[config.mk]
export PLATFORM = sky130hd
export DESIGN_NAME = hhs_trigger_seq
export DESIGN_NICKNAME = d
export VERILOG_FILES = /design/src/rtl/hhs_pkg.sv /design/src/rtl/hhs_trig_arb.sv /design/src/rtl/hhs_bytecount.sv /design/src/rtl/hhs_seq_core.sv /design/src/rtl/hhs_trigger_seq.sv
export SDC_FILE = /design/constraint.sdc
export NUM_CORES = 1
export LEC_CHECK = 0
export ABC_AREA = 0
export ABC_CLOCK_PERIOD_IN_PS = 2900
export BUFFER_PORTS_ARGS = -buffer_cell sky130_fd_sc_hd__clkbuf_2
export CORE_UTILIZATION = 30
export DETAILED_ROUTE_END_ITERATION = 8
export PLACE_DENSITY = 0.6
export SLEW_MARGIN = 20
export SYNTH_ARGS = -nofsm -noshare
export SYNTH_HDL_FRONTEND = slang
export SYNTH_HIERARCHICAL = 1
export SYNTH_SLANG_ARGS = --single-unit
[constraint.sdc]
create_clock -name clk -period 2.9 [get_ports clk]
set_clock_uncertainty 0.05 [all_clocks]
set_input_delay 0.29 -clock clk [delete_from_list [all_inputs] [get_ports clk]]
set_output_delay 0.29 -clock clk [all_outputs]
set_load 0.01 [all_outputs]
[src/rtl/hhs_pkg.sv]
package hhs_pkg;
  // trigger bit positions, decoded by firmware writes
  localparam int TRIG_N  = 4;
  localparam int TB_STAT = 0;
  localparam int TB_DRQ  = 1;
  localparam int TB_AUTO = 2;
  localparam int TB_CLR  = 3;

  // service order, highest first
  localparam int PRIO_ORDER [TRIG_N] = '{TB_CLR, TB_STAT, TB_DRQ, TB_AUTO};

  localparam int RSN_W = 8;
  localparam logic [RSN_W-1:0] RSN_DIR0 = 8'h02;
  localparam logic [RSN_W-1:0] RSN_DIR1 = 8'h00;
  localparam logic [RSN_W-1:0] RSN_DONE = 8'h03;

  typedef enum logic [1:0] {
    SQ_IDLE,
    SQ_WAIT_FIFO,
    SQ_CLR_BUSY,
    SQ_RAISE_IRQ
  } sq_state_t;
endpackage

[src/rtl/hhs_trig_arb.sv]
module hhs_trig_arb
  import hhs_pkg::*;
(
  input  logic              clk,
  input  logic              rst,
  input  logic              wr_en,
  input  logic [TRIG_N-1:0] wr_bits,
  input  logic              accept,
  output logic [TRIG_N-1:0] grant
);
  logic [TRIG_N-1:0] pend_q;
  logic [TRIG_N-1:0] ord;
  logic [TRIG_N-1:0] ord_grant;

  // pending bits laid out in service order
  for (genvar k = 0; k < TRIG_N; k++) begin : g_ord
    assign ord[k] = pend_q[PRIO_ORDER[k]];
    assign grant[PRIO_ORDER[k]] = ord_grant[k];
  end

  // lowest set bit of ord is the highest-priority pending trigger
  always_comb begin
    ord_grant = '0;
    if (accept) begin
      ord_grant = ord & (~ord + {{(TRIG_N-1){1'b0}}, 1'b1});
    end
  end

  always_ff @(posedge clk) begin
    if (rst) begin
      pend_q <= '0;
    end else begin
      pend_q <= (pend_q & ~grant) | (wr_en ? wr_bits : '0);
    end
  end
endmodule

[src/rtl/hhs_bytecount.sv]
module hhs_bytecount #(
  parameter int CNT_W = 16
) (
  input  logic             clk,
  input  logic             rst,
  input  logic             load_auto,
  input  logic [CNT_W-1:0] word_cnt,
  input  logic             fw_we,
  input  logic [CNT_W-1:0] fw_data,
  output logic [CNT_W-1:0] count
);
  localparam logic [CNT_W-1:0] ONE = CNT_W'(1);

  logic [CNT_W-1:0] words_plus;
  logic [CNT_W-1:0] auto_bytes;

  assign words_plus = word_cnt + ONE;
  assign auto_bytes = {words_plus[CNT_W-2:0], 1'b0};

  always_ff @(posedge clk) begin
    if (rst) begin
      count <= '0;
    end else if (load_auto) begin
      count <= auto_bytes;
    end else if (fw_we) begin
      count <= fw_data;
    end
  end
endmodule

[src/rtl/hhs_seq_core.sv]
module hhs_seq_core
  import hhs_pkg::*;
(
  input  logic              clk,
  input  logic              rst,
  input  logic [TRIG_N-1:0] grant,
  input  logic              pio_mode,
  input  logic              xfer_dir,
  input  logic              fifo_rdy_n,
  input  logic              shadow_check,
  input  logic              shadow_corr,
  input  logic              shadow_drdy,
  input  logic              host_stat_rd,
  output logic              accept,
  output logic              pkt_fifo_clr,
  output logic              busy,
  output logic              drq,
  output logic              drdy,
  output logic              corr,
  output logic              check,
  output logic [RSN_W-1:0]  int_reason,
  output logic              cmd_data_sel,
  output logic              xfer_en,
  output logic              host_irq
);
  sq_state_t st_q;
  logic      fifo_hit;

  assign fifo_hit = (st_q == SQ_WAIT_FIFO) && !fifo_rdy_n;
  assign accept   = (st_q == SQ_IDLE) || ((st_q == SQ_WAIT_FIFO) && fifo_rdy_n);

  always_ff @(posedge clk) begin
    if (rst) begin
      st_q         <= SQ_IDLE;
      pkt_fifo_clr <= 1'b0;
      busy         <= 1'b0;
      drq          <= 1'b0;
      drdy         <= 1'b0;
      corr         <= 1'b0;
      check        <= 1'b0;
      int_reason   <= '0;
      cmd_data_sel <= 1'b0;
      xfer_en      <= 1'b0;
      host_irq     <= 1'b0;
    end else begin
      pkt_fifo_clr <= grant[TB_CLR];

      if (st_q == SQ_RAISE_IRQ) begin
        host_irq <= 1'b1;
      end else if (host_stat_rd) begin
        host_irq <= 1'b0;
      end

      unique case (st_q)
        SQ_IDLE, SQ_WAIT_FIFO: begin
          if (fifo_hit) begin
            drq  <= 1'b1;
            st_q <= SQ_CLR_BUSY;
          end else begin
            if (grant[TB_STAT]) begin
              check      <= shadow_check;
              corr       <= shadow_corr;
              drdy       <= shadow_drdy;
              int_reason <= RSN_DONE;
            end
            if (grant[TB_DRQ] && pio_mode) begin
              drq  <= 1'b1;
              st_q <= SQ_CLR_BUSY;
            end
            if (grant[TB_AUTO]) begin
              busy         <= 1'b1;
              xfer_en      <= 1'b1;
              cmd_data_sel <= xfer_dir;
              int_reason   <= xfer_dir ? RSN_DIR1 : RSN_DIR0;
              st_q         <= pio_mode ? SQ_WAIT_FIFO : SQ_IDLE;
            end
          end
        end
        SQ_CLR_BUSY: begin
          busy <= 1'b0;
          st_q <= SQ_RAISE_IRQ;
        end
        SQ_RAISE_IRQ: begin
          st_q <= SQ_IDLE;
        end
        default: st_q <= SQ_IDLE;
      endcase
    end
  end
endmodule

[src/rtl/hhs_trigger_seq.sv]
module hhs_trigger_seq
  import hhs_pkg::*;
#(
  parameter int CNT_W = 16
) (
  input  logic             clk,
  input  logic             rst,
  input  logic             trig_we,
  input  logic [3:0]       trig_wdata,
  input  logic             pio_mode,
  input  logic             xfer_dir,
  input  logic             auto_bc_en,
  input  logic [CNT_W-1:0] word_cnt,
  input  logic             bc_we,
  input  logic [CNT_W-1:0] bc_wdata,
  input  logic             fifo_rdy_n,
  input  logic             shadow_check,
  input  logic             shadow_corr,
  input  logic             shadow_drdy,
  input  logic             host_stat_rd,
  output logic             pkt_fifo_clr,
  output logic             busy,
  output logic             drq,
  output logic             drdy,
  output logic             corr,
  output logic             check,
  output logic [7:0]       int_reason,
  output logic             cmd_data_sel,
  output logic             xfer_en,
  output logic [CNT_W-1:0] byte_count,
  output logic             host_irq
);
  logic [TRIG_N-1:0] grant;
  logic              accept;
  logic              load_auto;

  assign load_auto = grant[TB_AUTO] & auto_bc_en;

  hhs_trig_arb u_arb (
    .clk     (clk),
    .rst     (rst),
    .wr_en   (trig_we),
    .wr_bits (trig_wdata),
    .accept  (accept),
    .grant   (grant)
  );

  hhs_seq_core u_core (
    .clk          (clk),
    .rst          (rst),
    .grant        (grant),
    .pio_mode     (pio_mode),
    .xfer_dir     (xfer_dir),
    .fifo_rdy_n   (fifo_rdy_n),
    .shadow_check (shadow_check),
    .shadow_corr  (shadow_corr),
    .shadow_drdy  (shadow_drdy),
    .host_stat_rd (host_stat_rd),
    .accept       (accept),
    .pkt_fifo_clr (pkt_fifo_clr),
    .busy         (busy),
    .drq          (drq),
    .drdy         (drdy),
    .corr         (corr),
    .check        (check),
    .int_reason   (int_reason),
    .cmd_data_sel (cmd_data_sel),
    .xfer_en      (xfer_en),
    .host_irq     (host_irq)
  );

  hhs_bytecount #(.CNT_W(CNT_W)) u_bc (
    .clk       (clk),
    .rst       (rst),
    .load_auto (load_auto),
    .word_cnt  (word_cnt),
    .fw_we     (bc_we),
    .fw_data   (bc_wdata),
    .count     (byte_count)
  );
endmodule

==> flow_metrics.tcl <==
set metrics [dict create \
    numClockSinks 33 \
    hpwl_mm 3.06 \
    io_buffers 73 \
    grt_setup_unrepaired "no" \
    die_x_microns 78.9 \
    synth-warning-count 6 \
    sequentialPowerShare 0.482 \
    grt_overflow 0 \
    start_util 0.316 \
    core_area_sq_um 5610 \
    h-tree-depth 2 \
    setup_viol 0 \
    switching_power_mw 0.294 \
    arrival_ns 2.45 \
    place_ws_ns 0.611 \
    cts_tree "done" \
    worst-endpoint-required_ns 3.03 \
    first_iter_violations 30 \
    synth_edf_count 0 \
    cts_resized 0 \
    place_congestion 0.756 \
    clk_pin_slew_ns 0.07 \
    syn_inst 195 \
    status "finished clean" \
    crit_path_max_fanout 31 \
    clock.fmax_mhz 431 \
    vdd_drop_max_v 0.000163 \
    drive_above_1_share 0.363 \
    timing.final.crit_share 0.800 \
    first_pass_iters 4 \
    finalWirelength_mm 4.12 \
    synth_cell_types 47 \
    pwr-share-comb 0.202 \
    ctsHoldBuffers 0 \
    fin_nets 315 \
    grt_pass1_wl_mm 6.78 \
    dieArea_sq_um 6230 \
    num_rows 27 \
    period_minus_slack_ns 2.32 \
    worstSkewPairLatency_ns 0.28 \
    worstMarginPinSlew_ns 0.628 \
    cts_buffers 5 \
    syn_area_sq_um 1770 \
    nFillCells 609 \
    cp-end-kind "register" \
    cap_violations 0 \
    avgRoutedWirePerCell_microns 12.2 \
    grt_pass1_vias 1496 \
    swShare 0.280 \
    num_antenna_cells 0 \
    cts_setup_buffers 0 \
    fin_setup_tns_ns 0 \
    ys.flop_type "dfxtp_1" \
    synth_area_per_cell_sq_um 9.10 \
    track_usage 0.139 \
    syn2layout_area_growth_pct 27.6 \
    hold_viol 0 \
    io-pin-count 81 \
    clockRootBuffer "clkbuf_8" \
    die_y_microns 78.9 \
    holdWs_ns 0.186 \
    async_reset_ff_frac 0 \
    critPathKind "register to register" \
    ant_nets 0 \
    vias 1652 \
    ys_seq_area_frac 0.372 \
    slew_viol_final 0 \
    drc 0 \
    maxSlewHeadroom 0.581 \
    start_kind "register" \
    antenna_found_initial 0 \
    final-instance-count-excl-fill 339 \
    grt_max_degree 32 \
    place_area_sq_um 2180 \
    setup_ws_ns 0.581 \
    power.share.clock 0.317 \
    hold_path.class "input pin to register" \
    via_per_inst 4.87 \
    ctsLongestPathBuffers 2 \
    power.internal_mw 0.754 \
    p_leak_nw 0.936 \
    fin_area_sq_um 2260 \
    dp.cells 331 \
    synth-seq-cells 33 \
    powerDensity_nw_per_um2 463 \
]
## placed cells by master (no fill, tap or decap), drive strengths merged, types with 4 or more instances in the layout
| master | Yosys | routed |
|---|---|---|
| clkbuf | 5 | 81 |
| dfxtp | 33 | 33 |
| a211oi | 27 | 27 |
| nand2 | 17 | 17 |
| nor2b | 17 | 17 |
| nor2 | 10 | 10 |
| a21oi | 9 | 9 |
| xnor2 | 9 | 9 |
| conb | 1 | 6 |
| nor3 | 6 | 6 |
| mux2i | 5 | 5 |
| nand2b | 4 | 4 |
| nand4 | 4 | 4 |
| o21ai | 4 | 4 |
| nand3 | 4 | 4 |
| nor4 | 4 | 4 |
## worst paths after layout
check / endpoint / depth (start not counted) / slack (ns) / startpoint
setup reg to reg: u_bc/count[7] / 9 / 0.58 / u_core/st_q[0]
hold reg to reg: u_core/corr / 2 / 0.41 / u_core/corr
hold / removal: u_arb/pend_q[2] / 3 / 0.19 / trig_wdata[2]
setup / recovery: u_bc/count[7] / 9 / 0.58 / u_core/st_q[0]
## cells in the mapped netlist (2+ instances only)
cell / count / share of area
a211oi_1: 26 / 0.11
dfxtp_1: 33 / 0.37
nor3_2: 3 / 0.017
nor3_1: 3 / 0.0085
nand3_1: 3 / 0.0085
buf_4: 6 / 0.025
and2_1: 2 / 0.0071
inv_1: 2 / 0.0042
a21oi_1: 9 / 0.025
nand4_1: 3 / 0.011
a311oi_1: 2 / 0.0099
nor4_2: 2 / 0.014
or3_1: 2 / 0.0071
buf_2: 2 / 0.0056
or2b_1: 2 / 0.0085
buf_1: 2 / 0.0042
nand2_1: 17 / 0.036
xnor2_1: 9 / 0.044
nor2b_1: 16 / 0.056
mux2i_1: 5 / 0.028
o21ai_0: 3 / 0.0085
nor2_1: 10 / 0.021
clkbuf_1: 5 / 0.011
nand2b_1: 4 / 0.014
xor2_1: 2 / 0.0099
## layer usage
metal,track usage,routed length [microns]
met5,0,0
met4,0.0491,57
met3,0.0460,322
met2,0.222,1860
met1,0.175,1880
## cell families (layout without fill, tap and decap cells)
group,count (synthesis),count (layout),synth area share
other cells,1,6,0.00211
simple gates,76,76,0.273
flops,33,33,0.372
xor+xnor,11,11,0.0543
fa+ha+maj,1,1,0.00705
mux,5,5,0.0282
compound gates,49,49,0.205
buf+inv,19,86,0.0585
## per-stage QoR
stage / power, mW / util
2_1_floorplan: 0.644 / -
3_3_place_gp: 0.725 / 0.389
3_5_place_dp: 0.728 / 0.389
4_1_cts: 1.07 / 0.404
5_1_grt: 1.11 / 0.404
6_report: 1.05 / 0.404
## power by group through the flow
stage | registers [mW] | clock network, mW | logic, mW
floorplan | 0.522 | 0 | 0.123
global placement | 0.515 | 0 | 0.211
CTS | 0.505 | 0.348 | 0.214
detailed placement | 0.515 | 0 | 0.213
global route | 0.509 | 0.369 | 0.233
finish | 0.505 | 0.332 | 0.211
## sequential cells by signal, summed over array words and instances (netlist names), 2 cells and up
name	flops
u_arb/pend_q	4
u_bc/count	16
u_core/int_reason	2
u_core/st_q	2
## worst max-delay path: stages (launching register included)
cell	delay, ns
dfxtp_1	0.36
nor2b_4	0.17
nor2_1	0.15
or3b_4	0.44
nor3b_2	0.16
buf_4	0.17
and2_1	0.18
buf_12	0.19
a211oi_1	0.06
a311oi_1	0.28
## final cells by class
class                   count  area (sq um)  area share
inverters                   3          11.3     0.00498
repair buffers             75           393       0.174
flip-flops and latches     33           661       0.292
multi-input cells         148          1030       0.454
clock buffers               8          80.1      0.0354
well taps                  72          90.1      0.0398
(Power assumes the default switching activity.)
